File: src/rtl/ocp_hiccup_pkg.sv
package ocp_hiccup_pkg;

   typedef enum logic [1:0] {
      HIC_RUN   = 2'd0,
      HIC_DUMMY = 2'd1,
      HIC_REAL  = 2'd2
   } hic_state_e;

   function automatic int max_of(input int a, input int b);
      return (a > b) ? a : b;
   endfunction

endpackage

File: src/rtl/ocp_fault_counter.sv
module ocp_fault_counter #(
   parameter int TRIP_LEVEL = 3
) (
   input  logic clk,
   input  logic rst_n,
   input  logic cyc_stb,
   input  logic oc_any,
   input  logic freeze,
   output logic trip
);
   localparam int CW = $clog2(TRIP_LEVEL + 1);
   localparam logic [CW-1:0] LAST_STEP = CW'(TRIP_LEVEL - 1);

   logic [CW-1:0] cnt_q;
   logic          at_edge;
   logic          count_en;

   if (TRIP_LEVEL < 2) begin : g_bad_trip
      $error("ocp_fault_counter: TRIP_LEVEL must be at least 2");
   end

   assign count_en = cyc_stb & ~freeze;
   assign at_edge  = (cnt_q == LAST_STEP);
   assign trip     = count_en & oc_any & at_edge;

   always_ff @(posedge clk or negedge rst_n) begin
      if (!rst_n) begin
         cnt_q <= '0;
      end else if (freeze || trip) begin
         cnt_q <= '0;
      end else if (count_en) begin
         if (oc_any) begin
            cnt_q <= cnt_q + 1'b1;
         end else if (cnt_q != '0) begin
            cnt_q <= cnt_q - 1'b1;
         end
      end
   end

endmodule

File: src/rtl/ocp_hiccup_seq.sv
module ocp_hiccup_seq
   import ocp_hiccup_pkg::*;
#(
   parameter int DUMMY_RUN   = 4,
   parameter int DUMMY_START = 5
) (
   input  logic       clk,
   input  logic       rst_n,
   input  logic       trip,
   input  logic       ss_done,
   input  logic       in_startup,
   output logic       fault,
   output logic       ss_req,
   output logic       short_flag,
   output hic_state_e state
);
   localparam int DMAX = max_of(DUMMY_RUN, DUMMY_START);
   localparam int DW   = $clog2(DMAX + 1);
   localparam logic [DW-1:0] LOAD_RUN   = DW'(DUMMY_RUN);
   localparam logic [DW-1:0] LOAD_START = DW'(DUMMY_START);

   hic_state_e    st_q, st_d;
   logic [DW-1:0] left_q, left_d;
   logic          fault_d, req_d, short_d;
   logic          fault_q, req_q, short_q;

   if (DUMMY_RUN < 1 || DUMMY_START < 1) begin : g_bad_dummy
      $error("ocp_hiccup_seq: dummy counts must be at least 1");
   end

   always_comb begin
      st_d    = st_q;
      left_d  = left_q;
      fault_d = 1'b0;
      req_d   = 1'b0;
      short_d = short_q;
      if (trip) begin
         fault_d = 1'b1;
         req_d   = 1'b1;
         short_d = 1'b1;
         st_d    = HIC_DUMMY;
         left_d  = in_startup ? LOAD_START : LOAD_RUN;
      end else begin
         unique case (st_q)
            HIC_DUMMY: begin
               if (ss_done) begin
                  req_d = 1'b1;
                  if (left_q == DW'(1)) begin
                     st_d = HIC_REAL;
                  end
                  left_d = left_q - 1'b1;
               end
            end
            HIC_REAL: begin
               if (ss_done) begin
                  st_d    = HIC_RUN;
                  short_d = 1'b0;
               end
            end
            default: begin
               st_d = HIC_RUN;
            end
         endcase
      end
   end

   always_ff @(posedge clk or negedge rst_n) begin
      if (!rst_n) begin
         st_q    <= HIC_RUN;
         left_q  <= '0;
         fault_q <= 1'b0;
         req_q   <= 1'b0;
         short_q <= 1'b0;
      end else begin
         st_q    <= st_d;
         left_q  <= left_d;
         fault_q <= fault_d;
         req_q   <= req_d;
         short_q <= short_d;
      end
   end

   assign fault      = fault_q;
   assign ss_req     = req_q;
   assign short_flag = short_q;
   assign state      = st_q;

endmodule

File: src/rtl/ocp_pulse_limiter.sv
module ocp_pulse_limiter #(
   parameter bit ENABLE = 1'b1
) (
   input  logic clk,
   input  logic rst_n,
   input  logic cyc_stb,
   input  logic hs_oc_m,
   input  logic hs_on_req,
   output logic hs_cut
);
   if (ENABLE) begin : g_limit
      logic kill_q;
      always_ff @(posedge clk or negedge rst_n) begin
         if (!rst_n) begin
            kill_q <= 1'b0;
         end else if (cyc_stb) begin
            kill_q <= 1'b0;
         end else if (hs_oc_m && hs_on_req) begin
            kill_q <= 1'b1;
         end
      end
      assign hs_cut = kill_q | hs_oc_m;
   end else begin : g_no_limit
      logic unused_in;
      assign unused_in = clk ^ rst_n ^ cyc_stb ^ hs_oc_m ^ hs_on_req;
      assign hs_cut    = 1'b0;
   end

endmodule

File: src/rtl/ocp_hiccup_ctrl.sv
module ocp_hiccup_ctrl
   import ocp_hiccup_pkg::*;
#(
   parameter int TRIP_LEVEL  = 3,
   parameter int DUMMY_RUN   = 4,
   parameter int DUMMY_START = 5,
   parameter bit PULSE_LIMIT = 1'b1
) (
   input  logic clk,
   input  logic rst_n,
   input  logic cyc_stb,
   input  logic hs_oc,
   input  logic ls_oc,
   input  logic sense_off,
   input  logic hs_on_req,
   input  logic ls_on_req,
   input  logic ss_done,
   input  logic in_startup,
   output logic fault,
   output logic ss_req,
   output logic ss_dummy,
   output logic short_flag,
   output logic hs_drv_en,
   output logic ls_drv_en
);
   localparam int NSENSE = 2;

   logic [NSENSE-1:0] oc_raw;
   logic [NSENSE-1:0] oc_m;
   logic              oc_any;
   logic              trip;
   logic              in_dummy;
   logic              hs_cut;
   hic_state_e        state;

   assign oc_raw = {ls_oc, hs_oc};

   for (genvar i = 0; i < NSENSE; i++) begin : g_mask
      assign oc_m[i] = oc_raw[i] & ~sense_off;
   end

   assign oc_any   = |oc_m;
   assign in_dummy = (state == HIC_DUMMY);

   ocp_fault_counter #(
      .TRIP_LEVEL (TRIP_LEVEL)
   ) u_cnt (
      .clk     (clk),
      .rst_n   (rst_n),
      .cyc_stb (cyc_stb),
      .oc_any  (oc_any),
      .freeze  (in_dummy),
      .trip    (trip)
   );

   ocp_hiccup_seq #(
      .DUMMY_RUN   (DUMMY_RUN),
      .DUMMY_START (DUMMY_START)
   ) u_seq (
      .clk        (clk),
      .rst_n      (rst_n),
      .trip       (trip),
      .ss_done    (ss_done),
      .in_startup (in_startup),
      .fault      (fault),
      .ss_req     (ss_req),
      .short_flag (short_flag),
      .state      (state)
   );

   ocp_pulse_limiter #(
      .ENABLE (PULSE_LIMIT)
   ) u_lim (
      .clk       (clk),
      .rst_n     (rst_n),
      .cyc_stb   (cyc_stb),
      .hs_oc_m   (oc_m[0]),
      .hs_on_req (hs_on_req),
      .hs_cut    (hs_cut)
   );

   assign ss_dummy  = in_dummy;
   assign hs_drv_en = hs_on_req & ~hs_cut & ~in_dummy;
   assign ls_drv_en = ls_on_req & ~in_dummy;

endmodule

File: config.mk
export PLATFORM = sky130hd
export DESIGN_NAME = ocp_hiccup_ctrl
export DESIGN_NICKNAME = d
export VERILOG_FILES = /design/src/rtl/ocp_hiccup_pkg.sv /design/src/rtl/ocp_fault_counter.sv /design/src/rtl/ocp_hiccup_seq.sv /design/src/rtl/ocp_pulse_limiter.sv /design/src/rtl/ocp_hiccup_ctrl.sv
export SDC_FILE = /design/constraint.sdc
export NUM_CORES = 1
export LEC_CHECK = 0
export BUFFER_PORTS_ARGS = -buffer_cell sky130_fd_sc_hd__buf_2
export CAP_MARGIN = 10
export CORE_UTILIZATION = 43
export DETAILED_ROUTE_END_ITERATION = 6
export PLACE_DENSITY_LB_ADDON = 0.3
export SLEW_MARGIN = 30
export SYNTH_ARGS = -nofsm -noshare
export SYNTH_HDL_FRONTEND = slang
export SYNTH_SLANG_ARGS = --single-unit
File: constraint.sdc
create_clock -name clk -period 1.5 [get_ports clk]
set_input_delay 0.3 -clock clk [delete_from_list [all_inputs] [get_ports clk]]
set_output_delay 0.3 -clock clk [all_outputs]
set_load 0.01 [all_outputs]
==> results of run 1 <==
==> sequential cells by signal, summed over array words and instances (netlist names) <==
name and flops:
u_seq.ss_req 1, u_lim.g_limit.kill_q 1, u_seq.short_flag 1, u_seq.state 2, u_seq.left_q 3, u_seq.fault 1, u_cnt.cnt_q 2
==> power groups by stage <==
stage	combinational, W	sequential, W	clock, W
final	0.000453	0.000452	0.000203
after CTS	0.000441	0.000450	0.000209
after global routing	0.000505	0.000462	0.000225
after global placement	0.000393	0.000455	0
after floorplan	0.000248	0.000451	0
after detailed placement	0.000394	0.000460	0
==> path summary, 6_finish.rpt <==
kind                                  start                    to  slack (ps)  cells after the start
min in group asynchronous             rst_n      u_seq.short_flag         420                      2
setup / recovery             u_seq.state[1]             ls_drv_en         -50                      4
max in group asynchronous             rst_n  u_lim.g_limit.kill_q         870                      2
setup reg to reg             u_seq.state[1]       u_seq.left_q[0]          30                      5
hold / removal                      cyc_stb  u_lim.g_limit.kill_q         250                      2
hold reg to reg            u_seq.short_flag      u_seq.short_flag         470                      2
==> layout by cell type, fill, tap and decap left out, types with 2 or more instances in the layout <==
master,instances
buf_2,15
dfrtp_1,11
buf_4,8
nand2_1,6
nand3b_1,4
o21ai_0,3
clkbuf_4,3
inv_1,2
nor2_1,2
a21oi_1,2
ha_1,2
==> metrics by stage <==
step / utilization / setup slack (ps)
after floorplan: - / 48.4
after global placement: 0.583 / 22.8
after detailed placement: 0.583 / -9.30
after CTS: 0.638 / -64.4
after global routing: 0.652 / -111
final: 0.652 / -52.1
==> repair_timing <==
| item | in CTS | in global routing |
|---|---|---|
| hold endpoints to repair | 11 | 0 |
| endpoints found under the setup margin | 2 | 4 |
| hold buffers | 1 | 0 |
| gates resized for setup | 2 | 2 |
| setup buffers | 3 | 1 |
| pin swaps | 1 | 2 |
==> cell type report <==
class,instances,area [um^2]
clock buffer,3,22.5
multi-input combinational,37,280
fill,96,408
inverter,4,17.5
sequential,11,275
timing repair buffer,24,145
clock inverter,1,5.00
tap,14,17.5
==> cell families (layout without fill, tap and decap cells) <==
group                    count (synthesis)  after routing
flip-flops                              11             11
buffers and inverters                    6             32
adder cells (fa/ha/maj)                  2              2
multiplexers                             1              1
AND/OR/NAND/NOR                         21             21
AO/OA/AOI/OAI                           11             11
XOR/XNOR                                 2              2
==> routing by layer <==
layer  track usage  vias up  wire [um]  share of wire
li1              -      239          -              -
met1         0.225      219        511           0.45
met2         0.288       19        514           0.46
met3        0.0349        5         56          0.050
met4         0.155        0         47          0.042
met5             0        -          0              0
==> impl_metrics.csv, run 1 <==
group,metric,value,unit
setup_path,slowest_delay,400,ps
status,outcome,"finished, violations left",
detailed_routing,drt_iter0_drc,7,
clock_tree,clk_pin_slew,80,ps
synthesis,yosys.area.top_type,"dfrtp_1",
floorplan,core_area,1170,um^2
setup_path,start_kind,"flip-flop",
sta,setup_ws,-52.1,ps
sta,period_needed,1550,ps
synthesis,ys_types,29,
detailed_routing,ant_nets,0,
placed_design,gp_congestion,0.688,
floorplan,die_x,38.3,um
detailed_routing,wl_per_cell,12.0,um
finish,antenna_cells,0,
synthesis,synth-edff-count,0,
synthesis,synthArstFlopShare,1.00,
global_route,grt_max_degree,12,
floorplan,start_util,0.485,
pwr,switching_share,0.344,
run,max_cap_viol_count,0,
sta,fin_setup_tns,-100,ps
sta,worst_pin_slew,285,ps
synthesis,synth-simple-area-share,0.231,
floorplan,num_rows,12,
sta,setup_violations,2,
clock_tree,cts-root-buf,"clkbuf_4",
detailed_routing,drt_first_pass_iters,4,
global_route,grt_pass1_vias,430,
placed_design,placedCellCount,86,
pwr,p_sw,0.000381,W
finish,fin_nets,93,
finish,fin_cells,94,
sta,clock_skew,8.65,ps
synthesis,yosys_warnings,0,
pwr,finalPower,0.00111,W
synthesis,synth_cells,54,
detailed_routing,drc,0,
synthesis,synth_area_per_cell,10.5,um^2
setup_path,cp_slowest_cell,"dfrtp_1",
synthesis,yosys.area_share.adder,0.0441,
clock_tree,cts_tree,"yes",
setup_path,cp_max_fo,4,
setup_path,path_class,"flip-flop to primary output",
global_route,track_usage,0.188,
pwr,sequentialPowerShare,0.408,
setup_path,path_cells,"nand2b_4 -> buf_4 -> and2_1 -> buf_2",
sta,period_share,1.03,
setup_path,required,1200,ps
pwr,comb_power_share,0.409,
setup_path,path_buf_inv,2,
clock_tree,cts_max_level,1,
setup_path,worstSetupEndpointType,"primary output",
status,violations,"negative setup slack",
sta,whs,250,ps
synthesis,synth-xor-area-share,0.0308,
finish,drive_above_1_share,0.413,
sta,relSlewSlack,0.809,
setup_path,path_delay_family,"flip-flops",
synthesis,synthMostInstantiatedCell,"dfrtp_1",
sta,rsz0062_at_grt,"yes",
synthesis,synthTopCellsByCount,"11 x dfrtp_1, 6 x nand2_1, 4 x nand3b_1, 3 x inv_1, 3 x o21ai_0",
synthesis,synth_compound_area_frac,0.126,
clock_tree,clk_latency,280,ps
placed_design,post_dp_cell_area,683,um^2
finish,fin_area,763,um^2
global_route,antenna_found_initial,0,
placed_design,io_buffers,15,
floorplan,ios,16,
pwr,leakage,0.404,nW
synthesis,synth_ff_type,"dfrtp_1",
pwr,p_clk_frac,0.183,
synthesis,yosys-top-cells-area,"dfrtp_1 48%, nand3b_1 5.3%, ha_1 4.4%",
clock_tree,numCtsBuffers,3,
sta,hold_viol,0,
global_route,grt_overflow_total,0,
synthesis,ys_ff_latch,11,
global_route,grt_first_pass_wirelength,1780,um
sta,fmax,644,MHz
pwr,ir_drop,793,uV
min_path,worst_hold_path_type,"input pin to flip-flop",
detailed_routing,via_per_inst,5.13,
floorplan,fp.dieH,38.3,um
synthesis,synth_top_family_by_area,"simple AND/OR/NAND/NOR gates",
detailed_routing,vias,482,
clock_tree,clkSinkCount,11,
clock_tree,cts_buffer_depth,2,
synthesis,seq_area_frac_synth,0.485,
setup_path,crit_arrival,1250,ps
detailed_routing,wl,1130,um
sta,slew_viol_final,0,
finish,areaGrowthSynthToFinish,34.4,%
placed_design,dp_hpwl,773,um
synthesis,synth.area.mux_share,0.0264,
floorplan,dieArea,1470,um^2
pwr,internal_power,0.000726,W
synthesis,synth_fp_nets,66,
pwr,powerDensity,1450,nW/um^2
synthesis,yosys.area.top_type_share,0.485,
synthesis,synth_area,568,um^2
No activity file was read; power rests on OpenSTA's default activity.
==> inputs of run 2 (changes only) <==
PLACE_DENSITY = 0.7   (was unset)
PLACE_DENSITY_LB_ADDON = unset   (was 0.3)
==> run 2 against run 1 <==
Net effect:
- the run still ends with negative setup slack left
- cell count grew 1.1%
- via count fell by 0.62%
- hold slack improved by 3.4 ps
- clock power about the same
==> impl_metrics.csv, run 2 (synthesized netlist as in run 1, its figures left out) <==
group,metric,value,unit
placed_design,dp_hpwl,782,um
detailed_routing,vias,479,
min_path,worst_hold_path_type,"input pin to flip-flop",
run,max_cap_viol_count,0,
floorplan,fp.dieH,38.3,um
detailed_routing,via_per_inst,5.04,
sta,whs,253,ps
clock_tree,cts-root-buf,"clkbuf_4",
finish,areaGrowthSynthToFinish,33.9,%
finish,fin_nets,94,
sta,clock_skew,1.31,ps
sta,slew_viol_final,0,
setup_path,path_class,"flip-flop to primary output",
finish,largest_reg_flops,3,
clock_tree,clk_pin_slew,70,ps
global_route,grt_overflow_total,0,
sta,worst_pin_slew,280,ps
floorplan,die_x,38.3,um
setup_path,crit_start,"u_seq.state[1]",
placed_design,io_buffers,15,
setup_path,worstSetupEndpointType,"primary output",
floorplan,dieArea,1470,um^2
clock_tree,numCtsBuffers,3,
sta,period_share,1.01,
floorplan,start_util,0.485,
floorplan,num_rows,12,
status,violations,"negative setup slack",
clock_tree,cts_buffer_depth,2,
sta,hold_viol,0,
setup_path,required,1200,ps
clock_tree,clkSinkCount,11,
sta,setup_violations,1,
sta,period_needed,1510,ps
finish,final_util,0.650,
clock_tree,cts_max_level,1,
setup_path,start_kind,"flip-flop",
finish,fill_cells,100,
placed_design,post_dp_cell_area,661,um^2
detailed_routing,wl,1060,um
sta,setup_ws,-11.3,ps
finish,drive_above_1_share,0.395,
min_path,hold_start,"cyc_stb",
clock_tree,clk_latency,270,ps
finish,largest-register,"u_seq.left_q",
setup_path,crit_arrival,1210,ps
detailed_routing,ant_nets,0,
sta,fmax,662,MHz
setup_path,cp_max_fo,2,
setup_path,r2r_start,"u_seq.state[0]",
detailed_routing,drt_iter0_drc,3,
detailed_routing,drt_first_pass_iters,2,
status,outcome,"finished, violations left",
finish,fin_area,761,um^2
global_route,grt_pass1_vias,453,
detailed_routing,wl_per_cell,11.2,um
pwr,powerDensity,1470,nW/um^2
global_route,antenna_found_initial,0,
pwr,ir_drop,925,uV
finish,antenna_cells,0,
placed_design,gp_congestion,0.667,
detailed_routing,drc,0,
pwr,leakage,0.403,nW
sta,rsz0062_at_grt,"yes",
finish,final_cell_mix,"15 x buf_2, 11 x dfrtp_1, 9 x buf_4",
global_route,grt_first_pass_wirelength,1810,um
placed_design,post-place-ws,5.09,ps
sta,relSlewSlack,0.813,
global_route,grt_max_degree,12,
global_route,track_usage,0.188,
floorplan,ios,16,
finish,mostFrequentLayoutCell,"buf_2",
floorplan,core_area,1170,um^2
clock_tree,cts_tree,"yes",
## run 2: where the power goes
part,internal (W),leakage [nW],switching [W]
registers,0.000382,0.142,0.0000623
logic,0.000263,0.246,0.000207
clock network,0.000103,0.0150,0.000100
total,0.000748,0.403,0.000370
## run 2: final timing paths
check,endpoint,slack (ps),depth (start not counted)
hold / removal,u_lim.g_limit.kill_q,250,2
max in group asynchronous,u_cnt.cnt_q[1],870,2
setup / recovery,ls_drv_en,-10,4
min in group asynchronous,u_seq.state[1],430,2
hold reg to reg,u_seq.short_flag,470,2
setup reg to reg,u_seq.left_q[0],80,5
## run 2: critical path, stage by stage, from the launching register on
cell and delay (ps):
dfrtp_1 390, nand2b_4 160, buf_4 130, and2_1 140, buf_2 130
## run 2: area by class of cell
type	instances	area, um^2	area share
flip-flops and latches	11	275	0.362
multi-input cells	37	272	0.357
repair buffers	25	153	0.201
clock buffers	4	26.3	0.0345
inverters	4	17.5	0.0230
well taps	14	17.5	0.0230
## run 2: per-layer routing
layer,GRT usage,vias up,part of all wire
met2,0.305,16,0.43
met5,0,-,0
met4,0.129,0,0.034
met1,0.221,217,0.48
li1,-,241,-
met3,0.0349,5,0.059
## run 2: through the flow
step / instances / TNS, ps / power (W)
global placement: 83 / 0 / 0.000811
detailed placement: 83 / 0 / 0.000823
global route: 95 / -107 / 0.00120
floorplan: 54 / 0 / 0.000698
CTS: 95 / -59.2 / 0.00113
finish: 95 / -11.3 / 0.00112
## run 2: timing repair
| item | 4_1_cts | 5_1_grt |
|---|---|---|
| resized for setup | 2 | 0 |
| hold buffers | 1 | 0 |
| endpoints found under the hold margin | 11 | 0 |
| endpoints found under the setup margin | 1 | 3 |
| setup buffers | 7 | 0 |
| pin swaps | 1 | 2 |
